## src/rtl/pmp_pkg.sv

```systemverilog
package pmp_pkg;

  typedef enum logic [1:0] {
    MODE_OFF   = 2'd0,
    MODE_TOR   = 2'd1,
    MODE_NA4   = 2'd2,
    MODE_NAPOT = 2'd3
  } pmp_mode_e;

  localparam int CFG_W    = 8;
  localparam int LOCK_BIT = 7;

  // Legalise a configuration write: clear reserved bits, drop unsupported modes.
  function automatic logic [7:0] legal_cfg(input logic [7:0] d, input int g);
    logic [1:0] m;
    m = d[4:3];
    if (m == MODE_TOR) m = MODE_OFF;
    if (m == MODE_NA4 && g > 0) m = MODE_OFF;
    return {d[7], 2'b00, m, d[2:0]};
  endfunction

endpackage

```

## src/rtl/pmp_region.sv

```systemverilog
module pmp_region
  import pmp_pkg::*;
#(
  parameter int AW = 30,
  parameter int G = 2,
  parameter bit HARD = 1'b0,
  parameter logic [AW-1:0] HW_A = '0,
  parameter logic [7:0] HW_C = '0
) (
  input  logic          clk,
  input  logic          rst,
  input  logic          wr_cfg,
  input  logic          wr_addr,
  input  logic [AW-1:0] wr_data,
  input  logic [AW-1:0] chk_word,
  output logic [7:0]    cfg_o,
  output logic [AW-1:0] addr_o,
  output logic          match_o
);

  localparam int LOWN = (G > 1) ? (G - 1) : 0;
  localparam logic [AW-1:0] LOWM = AW'((64'd1 << LOWN) - 64'd1);

  generate
    if (HARD) begin : g_fixed
      logic unused_wr;
      assign unused_wr = ^{clk, rst, wr_cfg, wr_addr, wr_data};
      assign cfg_o  = HW_C;
      assign addr_o = HW_A;
    end else begin : g_prog
      logic [7:0]    cfg_r;
      logic [AW-1:0] addr_r;
      logic          napot;

      always_ff @(posedge clk) begin
        if (rst) begin
          cfg_r  <= '0;
          addr_r <= '0;
        end else if (!cfg_r[LOCK_BIT]) begin
          if (wr_cfg)  cfg_r  <= legal_cfg(wr_data[7:0], G);
          if (wr_addr) addr_r <= wr_data;
        end
      end

      assign napot  = (cfg_r[4:3] == MODE_NAPOT);
      assign cfg_o  = cfg_r;
      assign addr_o = (addr_r & ~LOWM) | (napot ? LOWM : '0);

      // a locked region holds its configuration and address
      a_r9_lock_cfg: assert property (@(posedge clk) disable iff (rst)
        (cfg_r[LOCK_BIT] && wr_cfg) |=> $stable(cfg_r));
      a_r9_lock_addr: assert property (@(posedge clk) disable iff (rst)
        (cfg_r[LOCK_BIT] && wr_addr) |=> $stable(addr_r));
      // an unlocked address write is stored whole; masking applies only on read
      a_r4_addr_store: assert property (@(posedge clk) disable iff (rst)
        (!cfg_r[LOCK_BIT] && wr_addr) |=> (addr_r == $past(wr_data)));
      if (G > 0) begin : g_chk_na4
        // NA4 can never be held when the grain exceeds one word
        a_r3_no_na4: assert property (@(posedge clk) disable iff (rst)
          cfg_r[4:3] != MODE_NA4);
      end
    end
  endgenerate

  // Match logic on the legal (read-back) address value
  logic [AW-1:0] care;
  logic          napot_hit;
  logic          na4_hit;

  assign care      = ~(addr_o ^ (addr_o + AW'(1)));
  assign napot_hit = (((chk_word ^ addr_o) & care) == '0);
  assign na4_hit   = (chk_word == addr_o);
  assign match_o   = ((cfg_o[4:3] == MODE_NAPOT) && napot_hit) ||
                     ((cfg_o[4:3] == MODE_NA4) && na4_hit);

endmodule

```

## config.mk

```make
export PLATFORM = sky130hd
export DESIGN_NAME = pmp_region
export DESIGN_NICKNAME = d
export VERILOG_FILES = /design/src/rtl/pmp_pkg.sv /design/src/rtl/pmp_region.sv
export SDC_FILE = /design/constraint.sdc
export NUM_CORES = 1
export LEC_CHECK = 0
export BUFFER_PORTS_ARGS = -buffer_cell sky130_fd_sc_hd__buf_2
export CAP_MARGIN = 10
export CORE_MARGIN = 5
export CORE_UTILIZATION = 45
export CTS_BUF_LIST = sky130_fd_sc_hd__clkbuf_16
export CTS_CLUSTER_SIZE = 25
export DETAILED_ROUTE_END_ITERATION = 8
export PLACE_DENSITY_LB_ADDON = 0.12
export SYNTH_ARGS = -nofsm -noshare
export SYNTH_HDL_FRONTEND = slang
export SYNTH_SLANG_ARGS = --single-unit
```

## constraint.sdc

```tcl
create_clock -name clk -period 2.9 [get_ports clk]
set_input_delay 0.435 -clock clk [delete_from_list [all_inputs] [get_ports clk]]
set_output_delay 0.435 -clock clk [all_outputs]
set_load 0.01 [all_outputs]
```

==> flow_summary.ini, run 1 <==
[global_route]
antenna_found_initial = 0
first_global_vias = 2100
grt_pass1_wl_mm = 9.68
grt_start_max_net_pins = 35
grt_overflow = 0
track_usage_pct = 19.7

[power_and_ir_drop]
swShare_pct = 26.1
leakage_nw = 1.28
pwr-share-seq_pct = 39.2
switching_power_uw = 355
total_power_mw = 1.36
power.internal_mw = 1.00
power.density_nw_per_um2 = 505
clkPwrFrac_pct = 42.9
combPwrFrac_pct = 18.0
vdd_drop_max_v = 0.000375

[worst_setup_path]
crit_path_start_kind = flop
r2r_end = g_prog.addr_r[26]
arrival_ns = 2.36
path_cells = ha_1 > and3_2 > and2b_2 > a41oi_1 > a211o_1 > or3_1 > a2111oi_2 > buf_2
reg2regPathDepth = 4
crit_path_end_kind = output port
cp_slowest_cell = dfxtp_1
regToRegSetupSlack_ns = 1.51
critical_path_class = reg2out
path_max_fanout = 5
r2r-start = cfg_o[7]
required_ns = 2.47
critical_path.max_stage_delay_ns = 0.33

[sta]
slew_headroom_pct = 58.7
fin_skew_ns = 0.00299
worst_slack_ns = 0.100
timing.final.crit_share_pct = 96.5
max_freq_ghz = 0.357
tightestPinTransition_ns = 0.619
drv_slew = 0
setup_viol = 0
finalHoldViolCount = 0
period_minus_slack_ns = 2.80

[clock_tree]
cts_tree = yes
clockBufferDepth = 2
clock_latency_ns = 0.28
cts_sinks = 34
clock-root-buffer = clkbuf_16
cts_setup_buffers = 0
holdBufCountCts = 0
cts_inserted_buffers = 5
htree_num_levels = 2
clk_pin_slew_ns = 0.05

[floorplan]
die_y_um = 76.5
start_util_pct = 46.0
die-area_um2 = 5850
std_cell_rows = 24
dieWidth_um = 76.5
io_pins = 103
core_area_um2 = 4320

[placed_design]
dpl_worst_slack_ns = 0.126
place.gp.congestion = 0.814
io_buffers = 99
hpwl_mm = 4.48

[yosys]
synth-seq-area-share_pct = 34.2
synth_cell_types = 46
ys_warn_count = 0
yosys.area.top_type_share_pct = 34.2
synth.ff_latch_count = 34
synthCells = 266
synth.largest_area_cell = dfxtp_1
synth_area_per_cell_um2 = 7.48
synth.area.top_cells = dfxtp_1 34%, nand2_1 13%, a21oi_1 8.0%
syn_area_um2 = 1990

[route]
wire_per_inst_um = 13.9
antenna_left = 0
vias_per_cell = 5.34
routed_wl_mm = 5.79
first_pass_iters = 5
drtIter0Drc = 125
drc_errors = 0
num_vias = 2216

[min_path]
hp-class = in2reg
min_from = wr_data[15]
hold_path_depth = 3
min_to = g_prog.addr_r[15]

[status]
outcome = finished clean

[job]
max_cap_viol_count = 0

[final_layout]
finalCoreUtilization_pct = 62.3
drive_gt1_share_pct = 33.9
diodes = 0
synthToLayoutAreaGrowth_pct = 35.3
fin_nets = 428
[routing by layer]
| layer | part of all wire (%) | up-vias | routed length (um) | global-route usage (%) |
|---|---|---|---|---|
| met4 | 1.1 | 0 | 65 | 4.72 |
| li1 | - | 1118 | - | - |
| met3 | 9.0 | 8 | 522 | 6.62 |
| met1 | 42 | 994 | 2460 | 25.0 |
| met2 | 47 | 96 | 2740 | 32.1 |
| met5 | 0 | - | 0 | 0 |
[cells in the final DEF (no fill, tap or decap), types with 2 or more instances in the layout]
cell / netlist / final
a21oi_1: 32 / 32
a31oi_1: 3 / 3
and2_1: 4 / 4
and3_1: 4 / 4
buf_2: 0 / 99
buf_4: 5 / 7
clkbuf_16: 0 / 5
conb_1: 1 / 2
dfxtp_1: 34 / 33
mux2i_1: 3 / 3
nand2_1: 71 / 71
nand2b_1: 2 / 2
nand3_1: 10 / 10
nand4_1: 5 / 5
nor2_1: 15 / 15
nor3_1: 2 / 2
nor4_1: 4 / 3
o2111ai_1: 2 / 2
o211ai_1: 2 / 2
o21ai_0: 5 / 5
o22ai_1: 3 / 3
xnor2_1: 10 / 10
xor2_1: 14 / 14
[power groups by stage]
stage | clock [mW] | sequential (mW) | combinational, mW
after detailed placement | 0 | 0.542 | 0.244
final | 0.583 | 0.532 | 0.245
after CTS | 0.594 | 0.532 | 0.246
after floorplan | 0 | 0.551 | 0.126
after global placement | 0 | 0.541 | 0.242
after global routing | 0.624 | 0.538 | 0.273
[worst max-delay path, delay by kind of cell, from the launching register on]
family | cells | cell delay [ns]
and+or+nand+nor | 3 | 0.74
adders and majority gates | 1 | 0.16
DFF | 1 | 0.33
AOI/OAI and AO/OA | 3 | 0.66
buffers and inverters | 1 | 0.20
[how the worst max path moves through the flow]
| stage | from | slack [ns] | end |
|---|---|---|---|
| 6_report | g_prog.addr_r[1] | 0.10 | match_o |
| 3_3_place_gp | chk_word[12] | 0.16 | match_o |
| 4_1_cts | g_prog.addr_r[1] | 0.04 | match_o |
| 2_1_floorplan | g_prog.addr_r[1] | 0.32 | match_o |
| 5_1_grt | g_prog.addr_r[10] | -0.01 | match_o |
| 3_5_place_dp | chk_word[12] | 0.13 | match_o |
[final cells by class]
class                      count  area [um2]
timing repair buffer         106         548
multi-input combinational    215        1240
clock inverter                 2        33.8
sequential                    34         682
tap                           52        65.1
fill                         410        1630
clock buffer                   5         125
inverter                       1        3.75
[kinds of logic (layout without fill, tap and decap cells)]
kind of cell             after synthesis  after routing  synth area share [%]
multiplexers                           3              3                  1.51
AND/OR/NAND/NOR                      128            128                  31.1
flip-flops                            34             34                  34.2
XOR/XNOR                              24             24                  10.6
adder cells (fa/ha/maj)                1              1                 0.628
buffers and inverters                 18            114                  4.34
AO/OA/AOI/OAI                         57             57                  17.5
other                                  1              2                 0.188
[state kept, by name, indices dropped and copies added, names as in the netlist]
name / cells
cfg_o: 5
g_prog.addr_r: 29
[stage by stage]
stage	TNS, ns	hold WS, ns	area (um2)	cells
after detailed placement	0	0.473	2530	408
after global placement	0	0.469	2530	408
after floorplan	0	0.504	1990	267
after global routing	-0.0112	0.387	2690	415
after CTS	0	0.391	2690	415
final	0	0.393	2690	415
[cell usage after synthesis, drive strengths merged]
cell type  number
nand2          71
dfxtp          34
a21oi          32
nor2           15
xor2           14
clkbuf         11
nand3          11
xnor2          10
and3            6
buf             6
nand4           6
nor4            5
o21ai           5
and2            4
a31oi           3
mux2i           3
nor3            3
o22ai           3
nand2b          2
o2111ai         2
o211ai          2
a2111oi         1
a211o           1
a21boi          1
a221oi          1
a222oi          1
a22o            1
a22oi           1
a41oi           1
and2b           1
and3b           1
and4            1
conb            1
ha              1
inv             1
nor2b           1
o221ai          1
o31a            1
or3             1
[timing repair]
item                       in CTS  in global routing
pin swaps                       2                  1
resized for setup               0                  2
setup endpoints to repair       1                  1
(Power assumes the default switching activity.)
==> inputs of run 2 (changes only) <==
--- a/config.mk
+++ b/config.mk
@@ -9,5 +9,5 @@
 export CAP_MARGIN = 10
 export CORE_MARGIN = 5
-export CORE_UTILIZATION = 45
+export CORE_UTILIZATION = 41
 export CTS_BUF_LIST = sky130_fd_sc_hd__clkbuf_16
 export CTS_CLUSTER_SIZE = 25
==> constraint.sdc (replaced) <==
create_clock -name clk -period 2.4 [get_ports clk]
set_input_delay 0.36 -clock clk [delete_from_list [all_inputs] [get_ports clk]]
set_output_delay 0.36 -clock clk [all_outputs]
set_load 0.1 [all_outputs]
==> run 2 against run 1 <==
The flow now finishes with violations (negative setup slack). Critical path depth shrank 1. Non-clock buffer count grew 19. Worst hold slack lost 0.077 ns.
==> flow_summary.ini, run 2 (same netlist as run 1, synthesis figures left out) <==
[final_layout]
layout_common_cells = 98 x buf_2, 71 x nand2_1, 32 x a21oi_1, 25 x buf_4, 16 x dfxtp_4
fin_nets = 447
final_cell_area_um2 = 3030
drive_gt1_share_pct = 45.4
diodes = 0
layout_commonest_cell = buf_2
final_cells = 450
largest_reg_flops = 29
num-fill-cells = 428
multi_input_area_um2 = 1340
regMostFlops = g_prog.addr_r
synthToLayoutAreaGrowth_pct = 52.3
regArea_um2 = 754

[sta]
period_minus_slack_ns = 2.73
finalHoldViolCount = 0
worst_slack_ns = -0.332
fin_skew_ns = 0.00317
max_freq_ghz = 0.366
rsz0062_at_grt = yes
timing.final.crit_share_pct = 114
tightestPinTransition_ns = 0.661
drv_slew = 0
setup_viol = 1
slew_headroom_pct = 55.9
whs_ns = 0.316

[worst_setup_path]
r2r_end = g_prog.addr_r[16]
r2r-start = cfg_o[7]
regToRegSetupSlack_ns = 0.98
crit_family = simple AND/OR/NAND/NOR gates
arrival_ns = 2.37
crit_buf_inv = 1
required_ns = 2.04
critical_path_class = reg2out
reg2regPathDepth = 4
cp_slowest_cell = nor4_1
crit_path_start_kind = flop
path_max_fanout = 3
crit_path_end_kind = output port
path_cells = xor2_1 > nor4_1 > o22ai_2 > nor4_2 > nand4_1 > a2111oi_4 > buf_12
critical_path.max_stage_delay_ns = 0.39

[floorplan]
core_area_um2 = 4720
die_y_um = 79.7
start_util_pct = 42.1
dieWidth_um = 79.7
std_cell_rows = 25
io_pins = 103
die-area_um2 = 6350

[clock_tree]
clk_pin_slew_ns = 0.05
cts_inserted_buffers = 5
holdBufCountCts = 0
cts_tree = yes
clock_latency_ns = 0.27
clock-root-buffer = clkbuf_16
htree_num_levels = 2
cts_sinks = 34
clockBufferDepth = 2

[power_and_ir_drop]
vdd_drop_max_v = 0.000509
power.density_nw_per_um2 = 597
leakage_nw = 1.43

[global_route]
track_usage_pct = 19.6
grt_overflow = 0
grt_pass1_wl_mm = 9.96
antenna_found_initial = 0
grt_start_max_net_pins = 35
first_global_vias = 2196

[placed_design]
hpwl_mm = 4.66
place_area_um2 = 2790
place_inst = 439
io_buffers = 99
place.gp.congestion = 0.845

[min_path]
min_to = g_prog.addr_r[15]
hp-class = in2reg
hold_path_depth = 3
min_from = wr_data[15]

[route]
vias_per_cell = 5.00
wire_per_inst_um = 13.5
num_vias = 2250
drc_errors = 0
antenna_left = 0
first_pass_iters = 4
drtIter0Drc = 78
routed_wl_mm = 6.06

[status]
failed_checks = negative setup slack
outcome = finished, violations left

[job]
max_cap_viol_count = 0
==> run 2: metal layers <==
layer,wire [um],share of wire (%),vias to the layer above,global-route usage (%)
li1,-,-,1146,-
met1,2500,41,1025,23.6
met2,2970,49,71,33.5
met3,498,8.2,8,6.43
met4,80,1.3,0,4.81
met5,0,0,-,0
==> run 2: what timing repair did <==
| action | CTS | global route |
|---|---|---|
| cloned | 0 | 0 |
| pin swaps | 9 | 6 |
| resized for setup | 5 | 8 |
| setup endpoints to repair | 1 | 1 |
| buffers inserted | 3 | 0 |
==> run 2: worst reg2reg max path, stage by stage, from the launching register on <==
cell and delay (ns):
dfxtp_1 0.33, nor2b_2 0.45, buf_4 0.32, nand2_1 0.10
a21oi_1 0.14
==> run 2: cell type report <==
| type | instances | share of cell area (%) |
|---|---|---|
| clock buffer | 5 | 4.13 |
| clock inverter | 3 | 0.371 |
| inverter | 1 | 0.124 |
| multi-input combinational | 215 | 44.3 |
| sequential | 34 | 24.9 |
| tap | 67 | 2.77 |
| timing repair buffer | 125 | 23.4 |
==> run 2: worst max path at each step <==
stage          cells past startpoint              start      end  slack, ns
3_5_place_dp                       8           cfg_o[3]  match_o      -0.17
5_1_grt                            8  g_prog.addr_r[11]  match_o      -0.44
4_1_cts                            7  g_prog.addr_r[11]  match_o      -0.36
3_3_place_gp                       8       chk_word[12]  match_o      -0.15
2_1_floorplan                      7   g_prog.addr_r[1]  match_o      -0.80
6_report                           7  g_prog.addr_r[15]  match_o      -0.33
==> run 2: where the power goes <==
part | total, mW | switching [mW] | internal (mW)
registers | 0.640 | 0.0434 | 0.596
clock network | 0.587 | 0.214 | 0.372
logic | 0.583 | 0.424 | 0.159
==> run 2: per-stage QoR <==
step,setup TNS (ns),worst slack (ns),total power [mW],util (%)
floorplan,-0.800,-0.800,1.07,-
global placement,-0.151,-0.151,1.21,59.0
detailed placement,-0.167,-0.167,1.22,59.0
CTS,-0.360,-0.360,1.82,63.1
global route,-0.440,-0.440,1.90,64.2
finish,-0.332,-0.332,1.81,64.2
